File: src/rtl/cas_ts16_pkg.sv
// Package: shared nibble type and slot-to-channel mapping for the
// timeslot-16 signaling inserter. Assumes two frame halves split at MID.
package cas_ts16_pkg;

    localparam int ABCD_W = 4;

    typedef logic [ABCD_W-1:0] abcd_t;

    // Map a timeslot to a 1-based channel number; 0 means "no channel".
    function automatic logic [4:0] chan_of_slot(input logic [4:0] slot,
                                                 input logic [4:0] mid);
        logic [4:0] ch;
        if (slot == 5'd0 || slot == mid) begin
            ch = 5'd0;
        end else if (slot < mid) begin
            ch = slot;
        end else begin
            ch = slot - 5'd1;
        end
        return ch;
    endfunction

endpackage

File: src/rtl/cas_mf_counter.sv
// Signaling multiframe counter with source-select shadow register.
// Counts frames 0..MF_LEN-1 on frame_sync and pulses mf_start for one
// cycle when frame 0 begins. Reset parks the count on the last frame so
// the first strobe opens frame 0. src_sel is copied at each strobe and
// the copy is what the output mux uses, which gives the one-frame delay.
module cas_mf_counter #(
    parameter int MF_LEN = 16,
    parameter int CH_NUM = 30,
    localparam int FRM_W = $clog2(MF_LEN)
) (
    input  logic              clk,
    input  logic              rst_n,
    input  logic              frame_sync,
    input  logic [CH_NUM-1:0] src_sel,
    output logic [FRM_W-1:0]  frm,
    output logic              mf_start,
    output logic [CH_NUM-1:0] src_shadow
);

    localparam logic [FRM_W-1:0] LAST = FRM_W'(MF_LEN - 1);

    // Frame count: step on strobe, wrap after the last frame.
    always_ff @(posedge clk) begin
        if (!rst_n) begin
            frm <= LAST;
        end else if (frame_sync) begin
            frm <= (frm == LAST) ? '0 : frm + FRM_W'(1);
        end
    end

    // Multiframe start pulse: set for the first cycle of frame 0.
    always_ff @(posedge clk) begin
        if (!rst_n) begin
            mf_start <= 1'b0;
        end else begin
            mf_start <= frame_sync && (frm == LAST);
        end
    end

    // Source-select shadow: loaded only at a frame boundary.
    always_ff @(posedge clk) begin
        if (!rst_n) begin
            src_shadow <= '0;
        end else if (frame_sync) begin
            src_shadow <= src_sel;
        end
    end

endmodule

File: src/rtl/cas_nib_bank.sv
// Bank of per-channel ABCD nibble registers with one write port.
// The channel number is 1-based; a write to 0 or above CH_NUM is dropped.
// All registers are visible at once on a flat output bus.
module cas_nib_bank #(
    parameter int CH_NUM = 30,
    parameter int NIB_W  = 4,
    parameter int CH_W   = 5
) (
    input  logic                    clk,
    input  logic                    rst_n,
    input  logic                    we,
    input  logic [CH_W-1:0]         ch,
    input  logic [NIB_W-1:0]        din,
    output logic [CH_NUM*NIB_W-1:0] bank
);

    for (genvar i = 0; i < CH_NUM; i++) begin : g_chan
        logic [NIB_W-1:0] nib_q;

        // Channel register: capture din when addressed.
        always_ff @(posedge clk) begin
            if (!rst_n) begin
                nib_q <= '0;
            end else if (we && (ch == CH_W'(i + 1))) begin
                nib_q <= din;
            end
        end

        assign bank[i*NIB_W +: NIB_W] = nib_q;
    end

endmodule

File: src/rtl/cas_ts16_mux.sv
// Output octet builder. For each channel it picks the stream or host
// nibble by the shadowed source bit. It then forms the frame-0 alignment
// octet, the nibble pair of frames 1..HALF, or the pass-through octet in
// common-channel mode. Purely combinational.
module cas_ts16_mux #(
    parameter int CH_NUM = 30,
    parameter int NIB_W  = 4,
    parameter int FRM_W  = 4
) (
    input  logic [FRM_W-1:0]        frm,
    input  logic [CH_NUM-1:0]       src_shadow,
    input  logic [CH_NUM*NIB_W-1:0] strm_bank,
    input  logic [CH_NUM*NIB_W-1:0] host_bank,
    input  logic                    ccs_mode,
    input  logic [2:0]              spare_x,
    input  logic                    rmf_alarm,
    input  logic [2*NIB_W-1:0]      ts16_in,
    output logic [2*NIB_W-1:0]      ts16_out
);

    localparam int HALF = CH_NUM / 2;
    localparam int CH_W = $clog2(CH_NUM);

    logic [NIB_W-1:0] pick [CH_NUM];
    logic [CH_W-1:0]  hi_idx;
    logic [CH_W-1:0]  lo_idx;

    for (genvar i = 0; i < CH_NUM; i++) begin : g_pick
        assign pick[i] = src_shadow[i] ? host_bank[i*NIB_W +: NIB_W]
                                       : strm_bank[i*NIB_W +: NIB_W];
    end

    // Channel indices shown in the current frame.
    always_comb begin
        hi_idx = CH_W'(frm) - CH_W'(1);
        lo_idx = hi_idx + CH_W'(HALF);
    end

    // Octet select: pass-through, alignment frame, or nibble pair.
    always_comb begin
        if (ccs_mode) begin
            ts16_out = ts16_in;
        end else if (frm == '0) begin
            ts16_out = {{NIB_W{1'b0}}, spare_x[2], rmf_alarm, spare_x[1], spare_x[0]};
        end else begin
            ts16_out = {pick[hi_idx], pick[lo_idx]};
        end
    end

endmodule

File: src/rtl/cas_ts16_inserter.sv
// Top: E1 timeslot-16 channel-associated signaling inserter.
// Assumes a 32-slot frame with one frame_sync pulse per frame. The serial
// signaling stream delivers one nibble per strobed timeslot; timeslots 0
// and 16 carry no channel. Host writes address channels 1..30.
module cas_ts16_inserter
    import cas_ts16_pkg::*;
#(
    parameter int MF_LEN = 16,
    parameter int CH_NUM = 2 * (MF_LEN - 1),
    parameter int TS_W   = 5,
    localparam int CH_W  = $clog2(CH_NUM),
    localparam int FRM_W = $clog2(MF_LEN),
    localparam int MID   = MF_LEN
) (
    input  logic              clk,
    input  logic              rst_n,
    input  logic              frame_sync,
    input  logic [TS_W-1:0]   ts_idx,
    input  logic              sig_stb,
    input  logic [3:0]        sig_nib,
    input  logic              host_we,
    input  logic [CH_W-1:0]   host_ch,
    input  logic [3:0]        host_nib,
    input  logic [CH_NUM-1:0] src_sel,
    input  logic              ccs_mode,
    input  logic [2:0]        spare_x,
    input  logic              rmf_alarm,
    input  logic [7:0]        ts16_in,
    output logic [7:0]        ts16_out,
    output logic              mf_start
);

    logic [FRM_W-1:0]         frm_q;
    logic [CH_NUM-1:0]        src_shadow;
    logic [CH_NUM*ABCD_W-1:0] strm_bank;
    logic [CH_NUM*ABCD_W-1:0] host_bank;
    logic [CH_W-1:0]          strm_ch;
    logic                     strm_we;

    // Stream slot decode: find the channel of the strobed timeslot.
    always_comb begin
        strm_ch = CH_W'(chan_of_slot(5'(ts_idx), 5'(MID)));
        strm_we = sig_stb && (strm_ch != '0);
    end

    cas_mf_counter #(
        .MF_LEN (MF_LEN),
        .CH_NUM (CH_NUM)
    ) u_ctr (
        .clk        (clk),
        .rst_n      (rst_n),
        .frame_sync (frame_sync),
        .src_sel    (src_sel),
        .frm        (frm_q),
        .mf_start   (mf_start),
        .src_shadow (src_shadow)
    );

    cas_nib_bank #(
        .CH_NUM (CH_NUM),
        .NIB_W  (ABCD_W),
        .CH_W   (CH_W)
    ) u_strm_bank (
        .clk   (clk),
        .rst_n (rst_n),
        .we    (strm_we),
        .ch    (strm_ch),
        .din   (sig_nib),
        .bank  (strm_bank)
    );

    cas_nib_bank #(
        .CH_NUM (CH_NUM),
        .NIB_W  (ABCD_W),
        .CH_W   (CH_W)
    ) u_host_bank (
        .clk   (clk),
        .rst_n (rst_n),
        .we    (host_we),
        .ch    (host_ch),
        .din   (host_nib),
        .bank  (host_bank)
    );

    cas_ts16_mux #(
        .CH_NUM (CH_NUM),
        .NIB_W  (ABCD_W),
        .FRM_W  (FRM_W)
    ) u_mux (
        .frm        (frm_q),
        .src_shadow (src_shadow),
        .strm_bank  (strm_bank),
        .host_bank  (host_bank),
        .ccs_mode   (ccs_mode),
        .spare_x    (spare_x),
        .rmf_alarm  (rmf_alarm),
        .ts16_in    (ts16_in),
        .ts16_out   (ts16_out)
    );

endmodule

File: config.mk
export PLATFORM = sky130hd
export DESIGN_NAME = cas_ts16_inserter
export DESIGN_NICKNAME = d
export VERILOG_FILES = /design/src/rtl/cas_ts16_pkg.sv /design/src/rtl/cas_mf_counter.sv /design/src/rtl/cas_nib_bank.sv /design/src/rtl/cas_ts16_mux.sv /design/src/rtl/cas_ts16_inserter.sv
export SDC_FILE = /design/constraint.sdc
export NUM_CORES = 1
export LEC_CHECK = 0
export ABC_CLOCK_PERIOD_IN_PS = 3200
export BUFFER_PORTS_ARGS = -buffer_cell sky130_fd_sc_hd__buf_4
export CORE_UTILIZATION = 40
export CTS_CLUSTER_DIAMETER = 100
export DETAILED_ROUTE_END_ITERATION = 8
export GPL_TIMING_DRIVEN = 0
export PLACE_DENSITY_LB_ADDON = 0.1
export SYNTH_ARGS = -nofsm -noshare
export SYNTH_HDL_FRONTEND = slang
export SYNTH_HIERARCHICAL = 1
export SYNTH_SLANG_ARGS = --single-unit
File: constraint.sdc
create_clock -name clk -period 3.2 [get_ports clk]
set_clock_uncertainty 0.15 [all_clocks]
set_input_delay 0.32 -clock clk [delete_from_list [all_inputs] [get_ports clk]]
set_output_delay 0.32 -clock clk [all_outputs]
set_load 0.02 [all_outputs]
# Word-level counts from Yosys, hierarchy flattened
# Index checks and enable logic that the tools add are counted.
[word_totals]
ff_bits = 275
input_bits = 66
out_inout_bits = 9
wordCells = 241
[op_classes]
order_cmp = 3
mux = 41
reduce_logical = 66
bitwise_logic = 2
n_eq_ne = 62
add_sub_neg = 4
[op_table]
columns = ["cell", "count"]
rows = [
  ["equality test 5 bit, second input constant", 31],
  ["two-way mux 4 bit", 35],
  ["equality test 5 x 4 -> 1 bit, second input constant", 16],
  ["logical AND 1 bit", 62],
  ["binary-select mux 4 bit (select 5 bit)", 2],
  ["equality test 5 x 3 -> 1 bit, second input constant", 8],
  ["equality test 5 x 2 -> 1 bit, second input constant", 4],
  ["two-way mux 8 bit", 2],
  ["greater-or-equal comparator 6 bit, second input constant", 2],
  ["inverter 5 -> 6 bit", 2],
  ["equality test 5 x 1 -> 1 bit, second input constant", 2],
  ["two-way mux 5 bit", 2],
  ["adder 5 x 4 -> 5 bit, second input constant", 1],
  ["logical NOT 5 bit", 1],
  ["< comparator 5 bit, second input constant", 1],
  ["nonzero test 5 bit", 1],
  ["subtractor 4 x 1 -> 5 bit, second input constant", 1],
  ["subtractor 5 x 1 -> 5 bit, second input constant", 1],
  ["adder 4 x 1 -> 4 bit, second input constant", 1],
  ["equality test 4 bit, second input constant", 1],
  ["logical NOT 4 bit", 1],
  ["logical OR 1 bit", 1],
]

# Depth between registers and ports, before layout
# Gate-level depths: netlist (run 1).
[depth]
ltp_word = 8
depth_mapped = 13
mapped_depth_nobuf = 9

# Cells and area by module
# Netlist (run 1), hierarchy kept.
[modules_own_cells]
columns = ["mod", "cells_each", "seq_area_each_um2", "instances", "area_each_um2"]
rows = [
  ["cas_nib_bank", 440, 2402.3, 2, 4448.0],
  ["cas_ts16_mux", 387, 0.0, 1, 2905.3],
  ["cas_mf_counter", 116, 700.7, 1, 1355.0],
  ["cas_ts16_inserter", 25, 0.0, 1, 153.9],
]

# Worst setup path before layout (run 1)
# OpenSTA, ideal clock, no wires.
[synth_path]
kind = "register -> output"
start = "register u_ctr.frm[0]"
end = "output port ts16_out[3]"
path_buffers = 4
path_stages_with_launch = 13
setup_slack_ps = -531
arrival_time_ps = 3261
required_time_ps = 2730
cell_sequence = "dfxtp_1 buf_2 clkinv_1 clkbuf_1 ha_1 buf_6 xnor2_1 a311o_1 and2_4 buf_6 a311o_1 a21o_1 a32oi_1"
[synth_via]
elab_chain_cells = 8
word_cells_on_any_way = 9
cone_classes = "add/sub (2); mux (5); bitwise (1); reduce/logical (1)"
[synth_rtl]
columns = ["element", "line_no", "text"]
rows = [
  ["start: declaration", "cas_mf_counter.sv:15", "output logic [FRM_W-1:0] frm,"],
  ["start signal: assignment", "cas_mf_counter.sv:27", "frm <= (frm == LAST) ? '0 : frm + FRM_W'(1);"],
  ["subtractor 4 x 1 -> 5 bit", "cas_ts16_mux.sv:35", "hi_idx = CH_W'(frm) - CH_W'(1);"],
  ["adder 5 x 4 -> 5 bit", "cas_ts16_mux.sv:36", "lo_idx = hi_idx + CH_W'(HALF);"],
  ["inverter 5 -> 6 bit (not written as such)", "cas_ts16_mux.sv:46", "ts16_out = {pick[hi_idx], pick[lo_idx]};"],
  ["binary-select mux 4 bit (select 5 bit)", "cas_ts16_mux.sv:46", ""],
  ["two-way mux 4 bit (not written as such) (2 in series)", "cas_ts16_mux.sv:46", ""],
  ["two-way mux 8 bit (*)", "cas_ts16_mux.sv:43", "end else if (frm == '0) begin"],
  ["two-way mux 8 bit (*)", "cas_ts16_mux.sv:41", "if (ccs_mode) begin"],
  ["end: declaration", "cas_ts16_inserter.sv:29", "output logic [7:0] ts16_out,"],
]
# Mark *: on every way between the ends. The rest lies on a longest branch, timed or not. The select of a mux whose other input is x is not followed.

# Worst setup path in the final report (run 1)
[layout_path]
start = "register u_ctr.frm[0]"
end = "output port ts16_out[7]"
[layout_via]
elab_chain_cells = 7
word_cells_on_any_way = 8
cone_classes = "add/sub (1); mux (5); bitwise (1); reduce/logical (1)"
[layout_rtl]
columns = ["element", "line_no"]
rows = [
  ["subtractor 4 x 1 -> 5 bit", "cas_ts16_mux.sv:35"],
  ["inverter 5 -> 6 bit (not written as such)", "cas_ts16_mux.sv:46"],
  ["binary-select mux 4 bit (select 5 bit)", "cas_ts16_mux.sv:46"],
  ["two-way mux 4 bit (not written as such) (2 in series)", "cas_ts16_mux.sv:46"],
  ["two-way mux 8 bit (*)", "cas_ts16_mux.sv:43"],
  ["two-way mux 8 bit (*)", "cas_ts16_mux.sv:41"],
]
# Marked as above.

==> results of run 1 <==
[metrics by stage]
step                utilization, %  hold WS [ns]  TNS (ns)  std cells  setup WS, ns
finish                        50.2        0.0155     -1.79       2025        -0.323
global route                  50.2        0.0148     -2.26       2025        -0.379
CTS                           49.8       0.00364     -3.18       2020        -0.496
detailed placement            44.3         0.294    -11.70       1921        -0.875
global placement              44.3         0.288     -7.66       1921        -0.848
floorplan                        -         0.280         0       1408        0.0285
[kinds of logic after synthesis]
| kind of cell | synth area share, % |
|---|---|
| AOI/OAI and AO/OA | 5.28 |
| xor gates and xnor gates | 0.790 |
| adders and majority gates | 0.376 |
| buffers and inverters | 4.15 |
| DFF | 41.4 |
| muxes | 31.5 |
| and+or+nand+nor | 16.5 |
[layer usage]
| metal | vias to the layer above | global-route usage [%] | routed length, µm |
|---|---|---|---|
| li1 | 5169 | - | - |
| met1 | 5276 | 37.4 | 20800 |
| met2 | 370 | 42.0 | 20100 |
| met3 | 79 | 5.10 | 3330 |
| met4 | 2 | 8.17 | 1390 |
| met5 | - | 0 | 12 |
[synth_stat cells (all sizes together) (2+ instances only)]
library cell    n  area share, %
nor2b          59            2.8
xor2            3           0.20
a211oi         26            1.5
nor2           43            1.2
nor4            3           0.14
o31a            2           0.13
nand4b          6           0.39
a311o           2           0.15
a32o            2           0.15
xnor2           9           0.59
and4bb          6           0.56
nand3          19           0.71
inv             9           0.25
dfxtp         275             41
nand4           3           0.19
a22oi           7           0.39
nand2b         14           0.66
a21o            2           0.11
o21ai          10           0.38
o32a            3           0.23
and2            3           0.16
nand2         322            9.1
mux4           10            1.7
mux2            4           0.34
a32oi           4           0.26
a21oi          25           0.97
ha              4           0.38
o22ai           3           0.14
clkbuf         72            2.1
a31oi           2          0.094
o221ai          2           0.13
nor4b           2           0.23
nor3            5           0.30
mux2i         392             29
buf            42            1.8
o31ai           2           0.11
[state kept, by name, summed over array words and instances (netlist names)]
| name | count |
|---|---|
| u_strm_bank/g_chan.nib_q | 120 |
| u_host_bank/g_chan.nib_q | 120 |
| u_ctr/frm | 4 |
| u_ctr/src_shadow | 30 |
| u_ctr/mf_start | 1 |
[layout by cell type, fill, tap and decap left out, types with 4 or more instances in the layout]
master	instances
buf_6	10
nor2_1	38
mux2i_1	391
nand2b_1	12
buf_4	87
a22oi_1	4
o21ai_0	5
nand2_1	321
bufinv_16	4
a21oi_1	21
mux4_2	10
inv_1	8
mux2_2	4
clkbuf_2	7
and4bb_2	6
xnor2_1	5
nand3_1	19
a211oi_1	20
nor2_2	4
buf_2	4
buf_1	21
clkbuf_8	12
nor2b_1	59
o21ai_1	4
clkinv_2	7
clkbuf_1	61
dlygate4sd3_1	30
dfxtp_1	271
nand4b_1	6
a211oi_2	6
clkbuf_16	31
buf_12	7
[critical path: cells and delay by family, from the launching register on]
family,cells,cell delay (ns)
flops,1,0.38
mux,1,0.54
compound gates,2,0.80
buf+inv,4,0.44
fa+ha+maj,1,0.34
[what timing repair did]
item / in CTS / in global routing
buffers inserted: 14 / 8
pin swaps: 11 / 14
endpoints found under the setup margin: 8 / 8
hold buffers: 30 / 0
gates cloned: 1 / 0
hold endpoints to repair: 30 / 0
gates resized for setup: 65 / 28
[power by group through the flow]
stage	combinational, mW	sequential, mW	clock, mW
detailed placement	1.41	3.62	0
global placement	1.40	3.62	0
floorplan	0.884	3.60	0
CTS	1.64	3.54	3.83
global route	1.82	3.55	3.97
finish	1.74	3.55	3.77
[worst min-delay path by stage]
stage                                 endpoint  slack (ns)  cells past startpoint
6_report                  u_ctr/src_shadow[29]        0.02                      2
5_1_grt                   u_ctr/src_shadow[24]        0.01                      2
4_1_cts                   u_ctr/src_shadow[29]       0.004                      2
3_5_place_dp   u_strm_bank/g_chan[21].nib_q[1]        0.29                      2
3_3_place_gp   u_strm_bank/g_chan[18].nib_q[1]        0.29                      2
2_1_floorplan  u_strm_bank/g_chan[10].nib_q[0]        0.28                      2
[area by class of cell]
type                    instances  area, µm²
plain buffers                 109        576
clock buffers                  42        917
clock inverters                14        178
fillers                      3085      16300
inverters                      10       52.6
multi-input cells            1009       7500
flip-flops and latches        275       5520
well taps                     442        553
repair buffers                124       1070
==> impl_metrics.env, run 1 <==
export IMPL_synthCells=1408
export IMPL_critPathRequiredTime_ns=2.73
export IMPL_slew_headroom_pct=29.5
export IMPL_drtIter0Drc=915
export IMPL_r2r_end="u_ctr/frm[3]"
export IMPL_crit_path_end_kind="output port"
export IMPL_ir_drop_mv=0.389
export IMPL_worst_slack_ns=-0.323
export IMPL_hold_start="rst_n"
export IMPL_drive_gt1_share_pct=15.8
export IMPL_viasPerCell=5.38
export IMPL_area_growth_pct=22.9
export IMPL_ios=75
export IMPL_synthFlopType="dfxtp_1"
export IMPL_wl_per_cell_um=22.5
export IMPL_synth_seq_cells=275
export IMPL_share_seq_of_total_power_pct=39.1
export IMPL_synthArstFlopShare_pct=0
export IMPL_path_clk_slew_ns=0.06
export IMPL_start_kind="register"
export IMPL_p_switching_mw=2.55
export IMPL_grt_pass1_vias=10600
export IMPL_wirelength_um=45600
export IMPL_vias=10900
export IMPL_drc=0
export IMPL_reg2reg_slack_ns=1.79
export IMPL_antennaDiodeCount=0
export IMPL_max_freq_mhz=284
export IMPL_crit_slowest_cell="a222oi_1"
export IMPL_status="finished, violations left"
export IMPL_power_density_nw_per_um2=554
export IMPL_crit_path_end="ts16_out[7]"
export IMPL_clk_path_buf_depth=3
export IMPL_cts_made_buffers=31
export IMPL_syn_avg_cell_area_um2=9.45
export IMPL_die_h_um=184
export IMPL_setup_viol=8
export IMPL_placedInstanceArea_um2=14400
export IMPL_reg2reg_depth=5
export IMPL_clock_power_share_pct=41.6
export IMPL_grt_max_degree=15
export IMPL_core_um2=32600
export IMPL_ys_seq_area_share_pct=41.4
export IMPL_fin_crit_sh_pct=110
export IMPL_numPortBuffers=71
export IMPL_crit_type="reg2out"
export IMPL_period_needed_ns=3.52
export IMPL_grt_pass1_wl_um=67100
export IMPL_leakage_nw=6.62
export IMPL_place_gp_congestion=0.909
export IMPL_tightestPinTransition_ns=1.06
export IMPL_finalHoldViolCount=0
export IMPL_syn_nets=1478
export IMPL_dr_pass1_iters=5
export IMPL_antenna_found_initial=2
export IMPL_rsz0062_at_grt="true"
export IMPL_switching_share_pct=28.2
export IMPL_nNetsFinal=1630
export IMPL_track_usage_pct=26.9
export IMPL_cp_startpoint="u_ctr/frm[0]"
export IMPL_cp_slowest_stage_delay_ns=0.56
export IMPL_cp_cell_sequence="buf_12, clkinv_8, ha_4, buf_12, mux4_2, a222oi_1, a22o_1, buf_6"
export IMPL_grt_ovfl_total=0
export IMPL_combPwrFrac_pct=19.3
export IMPL_finalMaxSlewViolations=0
export IMPL_synth_edf_count=0
export IMPL_rows=66
export IMPL_crit_arrival_ns=3.05
export IMPL_path_max_fanout=7
export IMPL_p_int_mw=6.51
export IMPL_syn_cell_area_um2=13300
export IMPL_clock_root_buffer="clkbuf_16"
export IMPL_initial_core_util_pct=40.8
export IMPL_fin_area_um2=16400
export IMPL_ant_nets=0
export IMPL_place_hpwl_um=33000
export IMPL_fp_dieArea_um2=34000
export IMPL_cap_violations=0
export IMPL_tritoncts="done"
export IMPL_htree_levels=1
export IMPL_synthDistinctLibCells=57
export IMPL_worst_path_most_repeated_cell="buf_12"
export IMPL_reg2reg_from="u_ctr/frm[0]"
export IMPL_hold_path_class="in2reg"
export IMPL_p_total_mw=9.06
export IMPL_violations="setup timing"
export IMPL_yosys_warnings=6
export IMPL_clkSinkCount=275
export IMPL_die_w_um=184
export IMPL_clk_latency_ns=0.56
Note: power is estimated with default switching activity, not from simulation.
==> run 2: changes to the inputs <==
--- a/config.mk
+++ b/config.mk
@@ -5,13 +5,15 @@
 export SDC_FILE = /design/constraint.sdc
 export NUM_CORES = 1
 export LEC_CHECK = 0
-export ABC_CLOCK_PERIOD_IN_PS = 3200
+export ABC_CLOCK_PERIOD_IN_PS = 3600
 export BUFFER_PORTS_ARGS = -buffer_cell sky130_fd_sc_hd__buf_4
+export CORE_ASPECT_RATIO = 0.6
 export CORE_UTILIZATION = 40
 export CTS_CLUSTER_DIAMETER = 100
 export DETAILED_ROUTE_END_ITERATION = 8
 export GPL_TIMING_DRIVEN = 0
 export PLACE_DENSITY_LB_ADDON = 0.1
+export SLEW_MARGIN = 5
 export SYNTH_ARGS = -nofsm -noshare
 export SYNTH_HDL_FRONTEND = slang
 export SYNTH_HIERARCHICAL = 1
==> constraint.sdc (replaced) <==
create_clock -name clk -period 3.6 [get_ports clk]
set_clock_uncertainty 0.15 [all_clocks]
set_input_delay 0.36 -clock clk [delete_from_list [all_inputs] [get_ports clk]]
set_output_delay 0.36 -clock clk [all_outputs]
set_load 0.02 [all_outputs]
==> impl_metrics.env, run 2 (synthesized netlist as in run 1, its figures left out) <==
export IMPL_status="finished clean"
export IMPL_clock_root_buffer="clkbuf_16"
export IMPL_initial_core_util_pct=40.8
export IMPL_drive_gt1_share_pct=15.2
export IMPL_leakage_nw=6.50
export IMPL_fp_dieArea_um2=34000
export IMPL_place_hpwl_um=35700
export IMPL_final_common_cell="mux2i_1"
export IMPL_rsz0062_at_grt="true"
export IMPL_finalHoldViolCount=0
export IMPL_hold_path_class="in2reg"
export IMPL_ant_nets=0
export IMPL_p_total_mw=7.68
export IMPL_fin_hold_ws_ns=0.0625
export IMPL_tns_ns=0
export IMPL_period_needed_ns=3.57
export IMPL_drtIter0Drc=912
export IMPL_core_um2=32600
export IMPL_critPathRequiredTime_ns=3.09
export IMPL_nNetsFinal=1626
export IMPL_dr_pass1_iters=6
export IMPL_tightestPinTransition_ns=1.08
export IMPL_cap_violations=0
export IMPL_clk_path_buf_depth=3
export IMPL_place_ws_ns=-1.45
export IMPL_grt_pass1_vias=10800
export IMPL_layout_common_cells="mux2i_1 (389), nand2_1 (322), dfxtp_1 (272), buf_4 (90), clkbuf_1 (67)"
export IMPL_vias=11200
export IMPL_worst_slack_ns=0.0341
export IMPL_dp_cells=1930
export IMPL_stdcell_count=2027
export IMPL_crit_type="reg2out"
export IMPL_top_regs="u_host_bank/g_chan.nib_q x120, u_strm_bank/g_chan.nib_q x120, u_ctr/src_shadow x30"
export IMPL_path_clk_slew_ns=0.06
export IMPL_grt_max_degree=15
export IMPL_track_usage_pct=28.8
export IMPL_ir_drop_mv=0.354
export IMPL_viasPerCell=5.51
export IMPL_place_gp_congestion=0.981
export IMPL_slew_headroom_pct=27.5
export IMPL_setup_viol=0
export IMPL_ios=75
export IMPL_fin_crit_sh_pct=99.1
export IMPL_antenna_found_initial=0
export IMPL_fin_area_um2=16200
export IMPL_die_h_um=143
export IMPL_path_max_fanout=5
export IMPL_wirelength_um=48700
export IMPL_die_w_um=238
export IMPL_rows=51
export IMPL_cts_made_buffers=27
export IMPL_clkSinkCount=275
export IMPL_max_freq_mhz=280
export IMPL_start_kind="register"
export IMPL_grt_ovfl_total=0
export IMPL_wl_per_cell_um=24.0
export IMPL_tritoncts="done"
export IMPL_clk_latency_ns=0.55
export IMPL_crit_path_end_kind="output port"
export IMPL_area_growth_pct=21.5
export IMPL_grt_pass1_wl_um=71200
export IMPL_placedInstanceArea_um2=14400
export IMPL_finalMaxSlewViolations=0
export IMPL_power_density_nw_per_um2=475
export IMPL_final_util_pct=49.6
export IMPL_numPortBuffers=71
export IMPL_drc=0
export IMPL_crit_arrival_ns=3.06
export IMPL_htree_levels=1
-- run 2: cell count changes in the layout (fill, tap and decap cells not counted), moves of 3 or more --
cell | before | now
a21oi_4 | 1 | 4
a22oi_1 | 4 | 1
a22oi_2 | 3 | 6
buf_12 | 7 | 3
buf_2 | 4 | 8
buf_4 | 87 | 90
clkbuf_1 | 61 | 67
clkbuf_16 | 31 | 27
clkbuf_8 | 12 | 7
clkinv_2 | 7 | 4
-- run 2: report_power, final --
group	switching, mW	internal [mW]	leakage (nW)
logic	0.994	0.634	3.84
clock network	1.25	1.65	0.437
registers	0.0516	3.09	2.22
-- run 2: routing by layer --
layer / vias up / GRT usage, % / routed length [µm]
li1: 5155 / - / -
met1: 5481 / 43.2 / 24000
met2: 442 / 40.2 / 18900
met3: 83 / 7.11 / 4340
met4: 0 / 8.15 / 1400
met5: - / 0 / 0
-- run 2: layout make-up --
cell class	count	area, µm²
Timing Repair Buffer	123	1030
Clock inverter	9	105
Clock buffer	40	785
Fill cell	3088	16400
Inverter	10	50.0
Sequential cell	275	5510
Buffer	110	563
Antenna cell	1	2.50
Tap cell	450	563
Multi-Input combinational cell	1009	7550
-- run 2: path summary, 6_finish.rpt --
kind	to	from	depth (start not counted)	slack (ns)
max	ts16_out[3]	u_ctr/frm[0]	10	0.03
max reg2reg	u_ctr/frm[3]	u_ctr/frm[0]	5	2.22
min	u_ctr/src_shadow[29]	rst_n	2	0.06
min reg2reg	u_strm_bank/g_chan[22].nib_q[1]	u_strm_bank/g_chan[22].nib_q[1]	2	0.30
-- run 2: timing repair --
item	4_1_cts	5_1_grt
endpoints found under the hold margin	30	0
setup buffers	12	7
setup endpoints to repair	8	8
resized for setup	76	22
hold buffers	30	0
cloned	2	0
pin swaps	12	12
-- run 2: worst max-delay path, cell delays in order, from the launching register on --
cell and delay, ns:
dfxtp_4 0.36, buf_12 0.11, clkinv_8 0.04, ha_4 0.20, xnor2_4 0.16, a311o_1 0.36, and2_4 0.21, a311o_2 0.42
a21o_4 0.25, a32oi_2 0.20, buf_4 0.17
==> run 3: changes to the inputs <==
--- a/config.mk
+++ b/config.mk
@@ -8,7 +8,8 @@
 export ABC_CLOCK_PERIOD_IN_PS = 3600
 export BUFFER_PORTS_ARGS = -buffer_cell sky130_fd_sc_hd__buf_4
 export CORE_ASPECT_RATIO = 0.6
-export CORE_UTILIZATION = 40
+export CORE_MARGIN = 10
+export CORE_UTILIZATION = 55
 export CTS_CLUSTER_DIAMETER = 100
 export DETAILED_ROUTE_END_ITERATION = 8
 export GPL_TIMING_DRIVEN = 0
==> impl_metrics.env, run 3 (synthesized netlist as in run 1, its figures left out) <==
export IMPL_tns_ns=-0.110
export IMPL_antenna_found_initial=0
export IMPL_grt_pass1_vias=10600
export IMPL_worst_slack_ns=-0.0673
export IMPL_grt_max_degree=16
export IMPL_crit_slowest_cell="a311o_1"
export IMPL_r2r_end="u_ctr/frm[2]"
export IMPL_place_gp_congestion=1.04
export IMPL_clk_latency_ns=0.55
export IMPL_ant_nets=0
export IMPL_cts_made_buffers=26
export IMPL_crit_type="reg2out"
export IMPL_path_max_fanout=4
export IMPL_hold_path_class="in2reg"
export IMPL_cp_top_family="compound AO/OA/AOI/OAI gates"
export IMPL_timing_hold_worst_path_depth=3
export IMPL_cap_violations=0
export IMPL_finalHoldViolCount=0
export IMPL_htree_levels=1
export IMPL_fin_crit_sh_pct=102
export IMPL_wirelength_um=45300
export IMPL_max_freq_mhz=273
export IMPL_tritoncts="done"
export IMPL_tightestPinTransition_ns=1.03
export IMPL_clk_path_buf_depth=3
export IMPL_drive_gt1_share_pct=14.1
export IMPL_fillers=1904
export IMPL_vias=11300
export IMPL_drtIter0Drc=1450
export IMPL_wl_per_cell_um=24.1
export IMPL_ios=75
export IMPL_period_needed_ns=3.67
export IMPL_layout_common_cells="mux2i_1 (392), nand2_1 (322), dfxtp_1 (272), buf_4 (85), clkbuf_1 (62)"
export IMPL_rows=43
export IMPL_die_h_um=141
export IMPL_slew_headroom_pct=31.3
export IMPL_stdcell_count=1884
export IMPL_place_hpwl_um=33200
export IMPL_setup_viol=4
export IMPL_final_common_cell="mux2i_1"
export IMPL_dr_pass1_iters=7
export IMPL_hold_start="frame_sync"
export IMPL_reg2reg_from="u_ctr/frm[0]"
export IMPL_viasPerCell=6.00
export IMPL_clock_root_buffer="clkbuf_16"
export IMPL_reg2reg_slack_ns=2.22
export IMPL_reg2reg_depth=5
export IMPL_cp_startpoint="u_ctr/frm[0]"
export IMPL_cp_cell_sequence="buf_8, clkinv_8, ha_4, xnor2_4, a311o_1, and2_4, a311o_2, a21oi_2, o32a_1, buf_6"
export IMPL_cp_num_buf_inv=3
export IMPL_fin_hold_ws_ns=0.0704
export IMPL_status="finished, violations left"
export IMPL_hold_path_end="u_ctr/src_shadow[24]"
export IMPL_dp_cells=1795
export IMPL_violations="setup timing"
export IMPL_finalMaxSlewViolations=0
export IMPL_leakage_nw=6.45
export IMPL_cp_slowest_stage_delay_ns=0.41
export IMPL_area_growth_pct=19.3
export IMPL_rsz0062_at_grt="true"
export IMPL_track_usage_pct=27.6
export IMPL_top_regs="u_host_bank/g_chan.nib_q x120, u_strm_bank/g_chan.nib_q x120, u_ctr/src_shadow x30"
export IMPL_crit_path_end_kind="output port"
export IMPL_drc=0
export IMPL_numPortBuffers=71
export IMPL_start_kind="register"
export IMPL_path_clk_slew_ns=0.07
export IMPL_ir_drop_mv=0.328
export IMPL_power_density_nw_per_um2=478
export IMPL_crit_arrival_ns=3.16
export IMPL_nNetsFinal=1619
export IMPL_initial_core_util_pct=56.7
export IMPL_fp_dieArea_um2=31000
export IMPL_clkSinkCount=275
export IMPL_grt_ovfl_total=0
export IMPL_die_w_um=221
export IMPL_critPathRequiredTime_ns=3.09
export IMPL_core_um2=23500
export IMPL_grt_pass1_wl_um=66000
==> run 3: worst max-delay path by stage <==
stage | endpoint | slack, ns | depth (start not counted)
floorplan | ts16_out[3] | -0.06 | 12
global route | ts16_out[3] | -0.05 | 8
detailed placement | ts16_out[6] | -1.18 | 13
finish | ts16_out[1] | -0.07 | 10
CTS | ts16_out[3] | -0.12 | 12
global placement | ts16_out[6] | -1.21 | 13
==> run 3: cell type report <==
class	instances	area [µm²]	share of cell area, %
Clock inverter	10	136	0.859
Antenna cell	1	2.50	0.0158
Buffer	109	536	3.37
Timing Repair Buffer	118	997	6.28
Tap cell	315	394	2.48
Clock buffer	37	783	4.93
Multi-Input combinational cell	1009	7460	47.0
Sequential cell	275	5510	34.7
Inverter	10	50.0	0.315
==> run 3: layer usage <==
metal	track usage [%]	wire length (µm)
met2	38.3	18100
met5	0	0
met1	40.4	20400
met4	8.44	1480
met3	7.19	5360
==> run 3: where the power goes <==
part,internal (mW),switching (mW)
clock,1.73,1.21
combinational,0.580,0.914
sequential,3.09,0.0569
==> run 3: timing repair <==
item / 4_1_cts / 5_1_grt
endpoints found under the setup margin: 8 / 8
endpoints found under the hold margin: 30 / 0
cloned: 0 / 0
hold buffers: 30 / 0
resized for setup: 56 / 19
pin swaps: 12 / 8
buffers inserted: 11 / 5
==> run 3: through the flow <==
stage	power (mW)	utilization [%]	setup slack (ns)	cell area, µm²
after floorplan	3.97	-	-0.0647	13300
after global placement	4.43	60.7	-1.21	14200
after detailed placement	4.44	60.8	-1.18	14300
after CTS	7.50	67.4	-0.124	15800
after global routing	7.78	67.7	-0.0457	15900
final	7.59	67.7	-0.0673	15900
==> run 3: tightest hold or removal path: stages <==
cell and delay (ns):
buf_6 0.15, mux2i_1 0.16, nor2b_1 0.06
